<file path="src/rtl/a32dp_pkg.sv">
package a32dp_pkg;
  localparam int WORD_W  = 32;
  localparam int COND_W  = 4;
  localparam int OPC_W   = 4;
  localparam int REG_W   = 4;
  localparam int ROT_W   = 4;
  localparam int IMM8_W  = 8;
  localparam int NROT    = 1 << ROT_W;

  // bit positions the class decision and the fields depend on
  localparam int COND_LSB = 28;
  localparam int CLS_LSB  = 25;
  localparam int OPC_LSB  = 21;
  localparam int S_BIT    = 20;
  localparam int RN_LSB   = 16;
  localparam int RD_LSB   = 12;
  localparam int ROT_LSB  = 8;

  localparam logic [2:0]       CLASS_DPI = 3'b001;
  localparam logic [OPC_W-1:0] OPC_SUB   = 4'b0010;

  typedef struct packed {
    logic              hit;
    logic [COND_W-1:0] cond;
    logic [OPC_W-1:0]  opcode;
    logic              setflags;
    logic              is_sub;
    logic [REG_W-1:0]  rn;
    logic [REG_W-1:0]  rd;
    logic [WORD_W-1:0] imm;
  } dp_fields_t;

  localparam int FIELDS_W = $bits(dp_fields_t);
endpackage

</file>
<file path="src/rtl/a32dp_field_split.sv">
module a32dp_field_split
  import a32dp_pkg::*;
(
  input  logic [WORD_W-1:0] word,
  output logic              hit,
  output logic [COND_W-1:0] cond,
  output logic [OPC_W-1:0]  opcode,
  output logic              setflags,
  output logic              is_sub,
  output logic [REG_W-1:0]  rn,
  output logic [REG_W-1:0]  rd,
  output logic [ROT_W-1:0]  rot,
  output logic [IMM8_W-1:0] imm8
);
  always_comb begin
    hit      = (word[CLS_LSB +: 3] == CLASS_DPI);
    cond     = '0;
    opcode   = '0;
    setflags = 1'b0;
    is_sub   = 1'b0;
    rn       = '0;
    rd       = '0;
    rot      = '0;
    imm8     = '0;
    if (hit) begin
      cond     = word[COND_LSB +: COND_W];
      opcode   = word[OPC_LSB +: OPC_W];
      setflags = word[S_BIT];
      is_sub   = (word[OPC_LSB +: OPC_W] == OPC_SUB);
      rn       = word[RN_LSB +: REG_W];
      rd       = word[RD_LSB +: REG_W];
      rot      = word[ROT_LSB +: ROT_W];
      imm8     = word[IMM8_W-1:0];
    end
  end

  // outside the class nothing leaks out of the splitter
  always_comb begin
    if (!hit) begin
      p_split_zero_r8: assert ({cond, opcode, setflags, is_sub, rn, rd, rot, imm8} == '0)
        else $error("split fields not zero for non-class word");
    end
  end
endmodule

</file>
<file path="src/rtl/a32dp_imm_expand.sv">
module a32dp_imm_expand
  import a32dp_pkg::*;
(
  input  logic [ROT_W-1:0]  rot,
  input  logic [IMM8_W-1:0] imm8,
  output logic [WORD_W-1:0] imm32
);
  localparam int ZEXT = WORD_W - IMM8_W;

  logic [WORD_W-1:0]   base;
  logic [2*WORD_W-1:0] twice;
  logic [WORD_W-1:0]   cand [NROT];

  assign base  = {{ZEXT{1'b0}}, imm8};
  assign twice = {base, base};

  // one candidate per rotate value; right rotation by 2*k
  for (genvar k = 0; k < NROT; k++) begin : g_rot
    localparam int SH = (2 * k) % WORD_W;
    assign cand[k] = twice[SH +: WORD_W];
  end

  assign imm32 = cand[rot];

  always_comb begin
    // a zero rotate leaves the value zero-extended
    if (rot == '0) begin
      p_zero_rot_r7: assert (imm32 == {{ZEXT{1'b0}}, imm8})
        else $error("rotate 0 altered the immediate");
    end
    // a rotation neither adds nor drops set bits
    p_popcount_r6: assert ($countones(imm32) == $countones(imm8))
      else $error("rotation changed the number of set bits");
  end
endmodule

</file>
<file path="src/rtl/a32dp_out_stage.sv">
module a32dp_out_stage #(
  parameter int W       = 8,
  parameter bit OUT_REG = 1'b1
) (
  input  logic         clk,
  input  logic         rst_n,
  input  logic         in_valid,
  output logic         in_ready,
  input  logic [W-1:0] in_data,
  output logic         out_valid,
  input  logic         out_ready,
  output logic [W-1:0] out_data
);
  if (OUT_REG) begin : g_reg
    logic         full_q;
    logic [W-1:0] data_q;

    assign in_ready  = !full_q || out_ready;
    assign out_valid = full_q;
    assign out_data  = data_q;

    always_ff @(posedge clk or negedge rst_n) begin
      if (!rst_n) begin
        full_q <= 1'b0;
        data_q <= '0;
      end else if (in_ready) begin
        full_q <= in_valid;
        if (in_valid) data_q <= in_data;
      end
    end

    // a stalled result holds
    p_hold_r9: assert property (@(posedge clk) disable iff (!rst_n)
      out_valid && !out_ready |=> out_valid && $stable(out_data))
      else $error("result changed under back-pressure");

    // an accepted word is offered on the next cycle
    p_accept_r9: assert property (@(posedge clk) disable iff (!rst_n)
      in_valid && in_ready |=> out_valid)
      else $error("accepted word not offered");
  end else begin : g_pass
    assign in_ready  = out_ready;
    assign out_valid = in_valid;
    assign out_data  = in_data;
  end
endmodule

</file>
<file path="src/rtl/a32dp_decoder.sv">
module a32dp_decoder
  import a32dp_pkg::*;
#(
  parameter bit OUT_REG = 1'b1
) (
  input  logic              clk,
  input  logic              rst_n,
  input  logic              in_valid,
  output logic              in_ready,
  input  logic [WORD_W-1:0] in_word,
  output logic              out_valid,
  input  logic              out_ready,
  output logic              out_hit,
  output logic [COND_W-1:0] out_cond,
  output logic [OPC_W-1:0]  out_opcode,
  output logic              out_setflags,
  output logic              out_is_sub,
  output logic [REG_W-1:0]  out_rn,
  output logic [REG_W-1:0]  out_rd,
  output logic [WORD_W-1:0] out_imm
);
  dp_fields_t        dec, res;
  logic [ROT_W-1:0]  rot;
  logic [IMM8_W-1:0] imm8;

  a32dp_field_split u_split (
    .word     (in_word),
    .hit      (dec.hit),
    .cond     (dec.cond),
    .opcode   (dec.opcode),
    .setflags (dec.setflags),
    .is_sub   (dec.is_sub),
    .rn       (dec.rn),
    .rd       (dec.rd),
    .rot      (rot),
    .imm8     (imm8)
  );

  a32dp_imm_expand u_expand (
    .rot   (rot),
    .imm8  (imm8),
    .imm32 (dec.imm)
  );

  a32dp_out_stage #(.W(FIELDS_W), .OUT_REG(OUT_REG)) u_stage (
    .clk       (clk),
    .rst_n     (rst_n),
    .in_valid  (in_valid),
    .in_ready  (in_ready),
    .in_data   (dec),
    .out_valid (out_valid),
    .out_ready (out_ready),
    .out_data  (res)
  );

  assign out_hit      = res.hit;
  assign out_cond     = res.cond;
  assign out_opcode   = res.opcode;
  assign out_setflags = res.setflags;
  assign out_is_sub   = res.is_sub;
  assign out_rn       = res.rn;
  assign out_rd       = res.rd;
  assign out_imm      = res.imm;

  // the subtract mark only accompanies a class word with the subtract code
  p_sub_r3: assert property (@(posedge clk) disable iff (!rst_n)
    out_valid && out_is_sub |-> out_hit && out_opcode == OPC_SUB)
    else $error("subtract mark without subtract opcode");

  // an offered non-class result carries all-zero fields
  p_nonhit_zero_r8: assert property (@(posedge clk) disable iff (!rst_n)
    out_valid && !out_hit |-> out_cond == '0 && out_opcode == '0 && !out_setflags
      && !out_is_sub && out_rn == '0 && out_rd == '0 && out_imm == '0)
    else $error("non-class result has non-zero fields");
endmodule

</file>
<file path="config.mk">
export PLATFORM = sky130hd
export DESIGN_NAME = a32dp_decoder
export DESIGN_NICKNAME = d
export VERILOG_FILES = /design/src/rtl/a32dp_pkg.sv /design/src/rtl/a32dp_field_split.sv /design/src/rtl/a32dp_imm_expand.sv /design/src/rtl/a32dp_out_stage.sv /design/src/rtl/a32dp_decoder.sv
export SDC_FILE = /design/constraint.sdc
export NUM_CORES = 1
export LEC_CHECK = 0
export ABC_CLOCK_PERIOD_IN_PS = 1280
export BUFFER_PORTS_ARGS = -buffer_cell sky130_fd_sc_hd__buf_2
export CAP_MARGIN = 20
export CORE_MARGIN = 2
export CORE_UTILIZATION = 30
export CTS_CLUSTER_DIAMETER = 30
export DETAILED_ROUTE_END_ITERATION = 16
export HOLD_SLACK_MARGIN = 0.15
export PLACE_DENSITY = 0.62
export SKIP_CTS_REPAIR_TIMING = 1
export SLEW_MARGIN = 20
export SYNTH_ARGS = -nofsm -noshare
export SYNTH_HDL_FRONTEND = slang
export SYNTH_HIERARCHICAL = 1
export SYNTH_SLANG_ARGS = --single-unit
</file>
<file path="constraint.sdc">
create_clock -name clk -period 1.28 [get_ports clk]
set_input_delay 0.128 -clock clk [delete_from_list [all_inputs] [get_ports clk]]
set_output_delay 0.128 -clock clk [all_outputs]
set_load 0.1 [all_outputs]
</file>
==> run_results.csv, run 1 <==
group,metric,value,unit
placed_design,place_hpwl,5.46,mm
detailed_routing,drtAntennaViolNets,0,
power_and_ir_drop,p_leak,2.27,nW
placed_design,dpl_cell_area,3910,sq um
die,initial_utilization,30.5,%
global_routing,antenna_found_initial,0,
power_and_ir_drop,p_per_area,910,nW/um^2
timing,relSlewSlack,66.8,%
die,die_area,10600,sq um
yosys,yosysSeqAreaShare,44.3,%
global_routing,grt_overflow,0,
hold_path,holdCritPathClass,"input pin to flip-flop",
timing,setup_viol,44,
global_routing,grt_max_degree,53,
global_routing,grt_usage,13.9,%
worst_setup_path,criticalPathCategory,"input pin to flip-flop",
clock_network,root_buffer,"clkbuf_8",
clock_network,clock_sinks,52,
timing,skew,6.50,ps
clock_network,cts_tree,"done",
layout,drive_gt1_share,66.4,%
timing,fin_setup_tns,-7990,ps
clock_network,htree_levels,2,
worst_setup_path,startpoint_type,"input pin",
worst_setup_path,crit_required,1480,ps
die,io_pins,89,
worst_setup_path,end_kind,"flip-flop",
detailed_routing,wl_per_cell,15.2,um
layout,layout.nets,401,
detailed_routing,routed_wl,7.59,mm
layout,fillers,950,
global_routing,grt_pass1_vias,2201,
die,placementRows,36,
yosys,synth-seq-cells,52,
worst_setup_path,worstRegToRegCells,4,
placed_design,gp_congestion,0.850,
timing,maxSlewViolCount,0,
global_routing,grt_pass1_wl,11.4,mm
layout,diodes,0,
hold_path,hold_depth,3,
timing,hold_viol_final,0,
worst_setup_path,r2r_slack,-60,ps
yosys,avgSynthCellArea,12.7,sq um
detailed_routing,num_vias,2252,
yosys,synth_area_leader_cell,"dfrtp_1",
yosys,ys_types,30,
clock_network,clk_latency,310,ps
die,die_height,103,um
layout,final_util,45.7,%
detailed_routing,viasPerCell,4.51,
placed_design,io_buffers,88,
yosys,synthTopCellsByCount,"52 x dfrtp_1, 50 x mux2_4, 26 x and2_1",
timing,rsz0062_at_grt,"yes",
yosys,syn_nets,268,
layout,area_delta_synth_final,49.9,%
timing,worst_slack,-353,ps
clock_network,numCtsBuffers,5,
yosys,syn_area,2940,sq um
die,core_region_area,9640,sq um
worst_setup_path,cp.arrival,1830,ps
yosys,synth_edf_count,0,
yosys,synth_most_common_cell,"dfrtp_1",
yosys,synthTopCellsByArea,"dfrtp_1 44%, mux2_4 26%, and2_1 5.5%, buf_6 3.5%, nor2_1 2.4%",
detailed_routing,dr.pass1.iters,4,
yosys,syn_inst,232,
placed_design,dp.cells,477,
status,status,"finished, violations left",
status,violations,"negative setup slack",
timing,fin_crit_sh,128,%
die,die_w,103,um
yosys,ys.flop_type,"dfrtp_1",
layout,design_area,4400,sq um
yosys,ys_warn_count,6,
yosys,ys_async_sr_fraction,100,%
timing,tightest_slew,501,ps
timing,min_period,1630,ps
clock_network,cts.path.max_buffers,2,
yosys,synth_top_area_share,44.3,%
detailed_routing,drtIter0Drc,181,
layout,instances_no_fill,499,
flow_run,max_cap_violations,0,
detailed_routing,drcViolationCount,0,
clock_network,clk_pin_slew_worst_paths,90,ps
power_and_ir_drop,vdd_drop_max,0.590,mV
placed_design,detailedPlace.worstSlack,-656,ps
worst_setup_path,worstPathMaxFanout,5,
timing,max_freq,613,MHz
critical path, cell delays in order:
cell      delay [ps]
buf_6             90
nor3b_4          230
and2_4           210
mux2_4           330
a222oi_1         460
nor2_1           100
mux2_4           280
layer usage:
layer | global-route usage, % | share of wire, % | wire (um)
met1 | 19.1 | 45 | 3430
met2 | 22.0 | 47 | 3580
met3 | 3.66 | 6.3 | 480
met4 | 3.04 | 1.2 | 93
met5 | 0 | 0 | 0
registers in the layout, indices dropped and copies added, names as in the netlist:
register and cells:
u_stage/out_valid 1, u_stage/out_data 51
metrics by stage:
stage,power [mW],hold WS [ps]
after floorplan,2.45,-168
after global placement,2.71,141
after detailed placement,2.72,148
after CTS,3.98,-198
after global routing,4.17,149
final,4.00,150
worst paths after layout:
| kind | from | endpoint |
|---|---|---|
| min in group asynchronous | rst_n | u_stage/out_data[3]$_DFFE_PN0P_ |
| setup / recovery | in_word[26] | u_stage/out_data[31]$_DFFE_PN0P_ |
| setup reg to reg | u_stage/out_valid$_DFFE_PN0P_ | u_stage/out_data[1]$_DFFE_PN0P_ |
| max in group asynchronous | rst_n | u_stage/out_valid$_DFFE_PN0P_ |
| hold / removal | in_word[17] | u_stage/out_data[37]$_DFFE_PN0P_ |
| hold reg to reg | u_stage/out_data[28]$_DFFE_PN0P_ | u_stage/out_data[28]$_DFFE_PN0P_ |
cell families (layout without fill, tap and decap cells):
| group | Yosys count | in the layout | share of synthesized area [%] |
|---|---|---|---|
| AOI/OAI and AO/OA | 24 | 24 | 5.88 |
| buffers and inverters | 16 | 150 | 4.48 |
| DFF | 52 | 52 | 44.3 |
| muxes | 59 | 59 | 28.9 |
| and+or+nand+nor | 81 | 81 | 16.5 |
where the power goes:
group	total [mW]	switching [mW]	internal (mW)	leakage (nW)
combinational	1.04	0.666	0.379	1.49
sequential	1.73	0.0322	1.69	0.715
clock	1.23	0.542	0.690	0.0645
cell usage in the layout (no fill, tap or decap), types with 3 or more instances in the layout:
| master | n |
|---|---|
| a222oi_1 | 4 |
| and2_1 | 23 |
| and2_2 | 6 |
| and2_4 | 6 |
| buf_12 | 7 |
| buf_2 | 66 |
| buf_4 | 33 |
| buf_6 | 12 |
| clkbuf_4 | 15 |
| clkbuf_8 | 7 |
| dfrtp_1 | 51 |
| dlygate4sd3_1 | 3 |
| mux2_4 | 55 |
| mux2i_4 | 4 |
| nand2_1 | 9 |
| nand2b_1 | 3 |
| nand2b_4 | 3 |
| nor2_1 | 16 |
| o22ai_1 | 5 |
| o22ai_2 | 5 |
layout make-up:
type | count | area (sq um) | share of cell area (%)
Clock inverter | 1 | 30.0 | 0.682
Timing Repair Buffer | 140 | 1090 | 24.7
Sequential cell | 52 | 1310 | 29.7
Clock buffer | 7 | 96.3 | 2.19
Multi-Input combinational cell | 164 | 1710 | 38.8
Inverter | 2 | 7.51 | 0.171
Tap cell | 133 | 166 | 3.78
No activity file was read; power rests on OpenSTA's default activity.
==> inputs of run 2 (changes only) <==
--- a/config.mk
+++ b/config.mk
@@ -8,7 +8,6 @@
 export ABC_CLOCK_PERIOD_IN_PS = 1280
 export BUFFER_PORTS_ARGS = -buffer_cell sky130_fd_sc_hd__buf_2
 export CAP_MARGIN = 20
-export CORE_MARGIN = 2
 export CORE_UTILIZATION = 30
 export CTS_CLUSTER_DIAMETER = 30
 export DETAILED_ROUTE_END_ITERATION = 16
==> run 2 against run 1 <==
- the run still ends with negative setup slack left
- clock skew decreased by 0.98 ps
- maximum frequency rose by 1.2%
- setup slack improved by 20 ps
- utilization is 0.53 points higher
- sequential share of layout area increased by 0.50 points
- final cell count is 3.0% lower
- sequential power about the same
- design area decreased by 1.6%
- critical path depth increased by 1
- via count rose by 0.58%
- non-clock buffer count is 11 lower
- wire length decreased by 4.7%
- largest cell class unchanged
- highest routed layer unchanged
==> run_results.csv, run 2 (synthesized netlist as in run 1, its figures left out) <==
group,metric,value,unit
status,status,"finished, violations left",
status,violations,"negative setup slack",
detailed_routing,wl_per_cell,14.9,um
hold_path,holdCritPathClass,"input pin to flip-flop",
detailed_routing,drcViolationCount,0,
clock_network,root_buffer,"clkbuf_8",
detailed_routing,num_vias,2265,
detailed_routing,dr.pass1.iters,5,
global_routing,grt_pass1_vias,2189,
global_routing,antenna_found_initial,0,
layout,diodes,0,
worst_setup_path,crit_top_cell,"mux2_4",
die,die_w,101,um
global_routing,grt_usage,13.5,%
power_and_ir_drop,power_frac_comb,23.8,%
power_and_ir_drop,p_leak,2.21,nW
die,io_pins,89,
power_and_ir_drop,p_int,3.03,mW
worst_setup_path,crit_buf_inv,2,
detailed_routing,drtAntennaViolNets,0,
global_routing,grt_max_degree,28,
timing,max_freq,620,MHz
clock_network,numCtsBuffers,5,
worst_setup_path,criticalPathCategory,"input pin to flip-flop",
layout,layout.nets,390,
worst_setup_path,crit_required,1480,ps
layout,layout.cells.most_common,"buf_2",
layout,drive_gt1_share,65.1,%
timing,relSlewSlack,67.1,%
worst_setup_path,crit_slowest_cell,"a222oi_1",
timing,hold_viol_final,0,
timing,rsz0062_at_grt,"yes",
clock_network,cts.path.max_buffers,2,
clock_network,clk_pin_slew_worst_paths,90,ps
layout,layout_common_cells,"64 x buf_2, 55 x mux2_4, 51 x dfrtp_1, 27 x buf_4, 24 x and2_1",
power_and_ir_drop,p_per_area,988,nW/um^2
die,core_region_area,9370,sq um
power_and_ir_drop,clockPowerShare,35.8,%
clock_network,htree_levels,2,
placed_design,gp_congestion,0.865,
power_and_ir_drop,vdd_drop_max,0.491,mV
die,initial_utilization,31.3,%
worst_setup_path,cp.arrival,1810,ps
clock_network,cts_tree,"done",
clock_network,clock_sinks,52,
flow_run,max_cap_violations,0,
timing,tightest_slew,494,ps
die,die_height,101,um
die,placementRows,35,
global_routing,grt_pass1_wl,10.8,mm
worst_setup_path,cp_cell_sequence,"buf_6, nor3b_4, and2_4, mux2_4, a222oi_1, buf_4, nor2b_1, mux2_4",
worst_setup_path,worstPathMaxFanout,5,
timing,skew,5.52,ps
detailed_routing,routed_wl,7.23,mm
power_and_ir_drop,p_sw,1.25,mW
detailed_routing,drtIter0Drc,180,
timing,holdWs,152,ps
clock_network,clk_latency,310,ps
worst_setup_path,end_kind,"flip-flop",
detailed_routing,viasPerCell,4.68,
power_and_ir_drop,power_frac_seq,40.4,%
layout,design_area,4330,sq um
placed_design,place_hpwl,5.33,mm
timing,fin_setup_tns,-7920,ps
worst_setup_path,cp_top_family,"multiplexers",
worst_setup_path,startpoint_type,"input pin",
timing,fin_crit_sh,126,%
timing,min_period,1610,ps
timing,worst_slack,-333,ps
power_and_ir_drop,switching_share,29.2,%
layout,area_delta_synth_final,47.4,%
worst_setup_path,crit_path_max_incr_delay,340,ps
die,die_area,10200,sq um
global_routing,grt_overflow,0,
placed_design,io_buffers,88,
layout,largest_reg_flops,51,
placed_design,dpl_cell_area,3840,sq um
timing,maxSlewViolCount,0,
timing,setup_viol,48,
run 2: power groups by stage:
stage / Combinational (mW) / Clock [mW] / Sequential [mW]
final: 1.02 / 1.53 / 1.73
after floorplan: 0.324 / 0 / 2.13
after CTS: 0.934 / 1.57 / 1.73
after global routing: 1.06 / 1.63 / 1.73
after global placement: 0.923 / 0 / 1.76
after detailed placement: 0.933 / 0 / 1.76
run 2: layer usage:
layer | wire [um] | vias up | track usage, %
met3 | 576 | 18 | 4.16
met2 | 3430 | 103 | 21.7
met4 | 156 | 0 | 4.01
met1 | 3070 | 1092 | 17.4
li1 | - | 1052 | -
met5 | 0 | - | 0
run 2: worst paths after layout:
path / from / end / slack (ps) / cells after the start
worst max-delay path: in_word[27] / u_stage/out_data[10]$_DFFE_PN0P_ / -330 / 8
worst min-delay path: in_word[19] / u_stage/out_data[39]$_DFFE_PN0P_ / 150 / 3
worst max register to register: u_stage/out_valid$_DFFE_PN0P_ / u_stage/out_data[31]$_DFFE_PN0P_ / -60 / 4
worst min register to register: u_stage/out_data[49]$_DFFE_PN0P_ / u_stage/out_data[49]$_DFFE_PN0P_ / 520 / 1
max in group asynchronous: rst_n / u_stage/out_data[33]$_DFFE_PN0P_ / 520 / 3
min in group asynchronous: rst_n / u_stage/out_data[37]$_DFFE_PN0P_ / 260 / 2
run 2: metrics by stage:
step	worst slack (ps)	utilization [%]	power, mW	instances
final	-333	46.2	4.28	484
after global routing	-401	46.2	4.43	484
after CTS	-346	42.7	4.23	473
after detailed placement	-672	41.0	2.69	465
after global placement	-604	41.0	2.68	465
after floorplan	-541	-	2.45	232
run 2: tightest hold or removal path, cell delays in order:
cell,delay (ps)
buf_2,70
and2_1,100
mux2_4,130
run 2: cell type report:
| type | count | area (sq um) |
|---|---|---|
| clock buffer | 5 | 68.8 |
| clock inverter | 3 | 90.1 |
| fill | 889 | 5040 |
| inverter | 2 | 11.3 |
| multi-input combinational | 164 | 1690 |
| sequential | 52 | 1310 |
| tap | 129 | 161 |
| timing repair buffer | 129 | 997 |
==> inputs of run 3 (changes only) <==
==> constraint.sdc (replaced) <==
create_clock -name clk -period 1.28 [get_ports clk]
set_input_delay 0.256 -clock clk [delete_from_list [all_inputs] [get_ports clk]]
set_output_delay 0.256 -clock clk [all_outputs]
set_load 0.1 [all_outputs]
==> run 3 against run 2 <==
- maximum frequency is 6.6% lower
- wire length is 3.7% higher
- setup slack worse by 110 ps
- critical path depth stayed put
- worst hold slack better by 75 ps
- global-route usage is 1.7 points higher
- non-clock buffer count is 5 higher
- largest cell class is now buffers
- the run still ends with negative setup slack left
==> run_results.csv, run 3 (synthesized netlist as in run 1, its figures left out) <==
group,metric,value,unit
power_and_ir_drop,p_leak,2.36,nW
clock_network,cts.path.max_buffers,2,
placed_design,place_hpwl,5.60,mm
layout,fillers,839,
timing,maxSlewViolCount,0,
detailed_routing,drcViolationCount,0,
power_and_ir_drop,p_per_area,861,nW/um^2
detailed_routing,drtIter0Drc,144,
worst_setup_path,criticalPathCategory,"input pin to flip-flop",
placed_design,io_buffers,88,
timing,rsz0062_at_grt,"yes",
flow_run,max_cap_violations,0,
clock_network,clk_latency,310,ps
hold_path,holdCritPathClass,"input pin to flip-flop",
die,placementRows,35,
clock_network,htree_levels,2,
layout,layout.nets,395,
timing,fin_crit_sh,135,%
global_routing,grt_usage,15.1,%
timing,setup_viol,53,
placed_design,detailedPlace.worstSlack,-747,ps
status,status,"finished, violations left",
detailed_routing,wl_per_cell,15.3,um
status,violations,"negative setup slack",
layout,largest_reg_flops,51,
die,die_area,10200,sq um
die,initial_utilization,31.3,%
global_routing,antenna_found_initial,0,
global_routing,grt_overflow,0,
global_routing,grt_pass1_vias,2353,
die,io_pins,89,
placed_design,gp_congestion,0.832,
clock_network,root_buffer,"clkbuf_8",
layout,diodes,0,
timing,min_period,1730,ps
hold_path,min_to,"u_stage/out_valid$_DFFE_PN0P_",
clock_network,numCtsBuffers,5,
clock_network,clk_pin_slew_worst_paths,100,ps
global_routing,grt_max_degree,52,
layout,area_delta_synth_final,68.8,%
hold_path,hold_depth,2,
worst_setup_path,worstSetupStartpoint,"in_word[27]",
timing,hold_viol_final,0,
timing,holdWs,226,ps
worst_setup_path,worstRegToRegCells,5,
worst_setup_path,worstPathMaxFanout,5,
worst_setup_path,r2r_slack,-160,ps
power_and_ir_drop,vdd_drop_max,0.425,mV
layout,layout_common_cells,"55 x buf_12, 55 x mux2_4, 51 x dfrtp_1, 33 x buf_2, 33 x buf_4",
clock_network,cts_tree,"done",
clock_network,clock_sinks,52,
hold_path,hp-start,"in_valid",
worst_setup_path,end_kind,"flip-flop",
timing,tightest_slew,420,ps
die,die_w,101,um
global_routing,grt_pass1_wl,12.0,mm
timing,worst_slack,-446,ps
timing,relSlewSlack,72.0,%
worst_setup_path,crit_required,1470,ps
die,die_height,101,um
layout,drive_gt1_share,63.3,%
detailed_routing,routed_wl,7.50,mm
die,core_region_area,9370,sq um
worst_setup_path,startpoint_type,"input pin",
detailed_routing,dr.pass1.iters,5,
timing,max_freq,579,MHz
detailed_routing,drtAntennaViolNets,0,
detailed_routing,num_vias,2228,
worst_setup_path,timing.rr.end,"u_stage/out_data[23]$_DFFE_PN0P_",
worst_setup_path,cp.arrival,1920,ps
detailed_routing,viasPerCell,4.56,
timing,skew,11.4,ps
worst_setup_path,r2r_start,"u_stage/out_valid$_DFFE_PN0P_",
[run 3: how the worst max path moves through the flow]
stage                                                   to
final                     u_stage/out_data[30]$_DFFE_PN0P_
after global routing      u_stage/out_data[14]$_DFFE_PN0P_
after CTS                 u_stage/out_data[27]$_DFFE_PN0P_
after detailed placement  u_stage/out_data[27]$_DFFE_PN0P_
after global placement    u_stage/out_data[27]$_DFFE_PN0P_
after floorplan           u_stage/out_data[10]$_DFFE_PN0P_
[run 3: stage by stage]
stage	cell area, sq um	setup TNS (ps)	power, mW	util (%)	cells
2_1_floorplan	3040	-24850	2.45	-	232
3_3_place_gp	4630	-20580	2.88	49.4	474
3_5_place_dp	4630	-21320	2.89	49.4	474
4_1_cts	4760	-11170	4.25	50.8	482
5_1_grt	4950	-15370	4.44	52.9	489
6_report	4950	-12530	4.27	52.9	489
[run 3: worst max-delay path, cell delays in order]
cell and delay, ps:
buf_6 90, nor3b_4 220, and2_4 220, buf_4 120
and2b_2 230, a222oi_1 420, nor2_1 80, mux2_4 270
[run 3: where the power goes]
group	leakage [nW]	internal (mW)	switching (mW)	total (mW)
Combinational	1.58	0.508	0.658	1.17
Sequential	0.715	1.69	0.0604	1.75
Clock	0.0654	0.782	0.565	1.35
Total	2.36	2.98	1.28	4.27
[run 3: metal layers]
layer | part of all wire (%) | track usage, % | up-vias
met5 | 0 | 0 | -
met4 | 0.91 | 3.46 | 0
met3 | 6.8 | 5.27 | 7
met2 | 49 | 24.9 | 84
met1 | 43 | 19.1 | 1066
li1 | - | - | 1071
[run 3: cell type report]
cell class | count | area (sq um) | area share [%]
clock inverter | 2 | 60.1 | 1.21
multi-input combinational | 164 | 1640 | 33.0
sequential | 52 | 1310 | 26.3
timing repair buffer | 134 | 1710 | 34.5
clock buffer | 6 | 72.6 | 1.46
inverter | 2 | 8.76 | 0.177
tap | 129 | 161 | 3.26
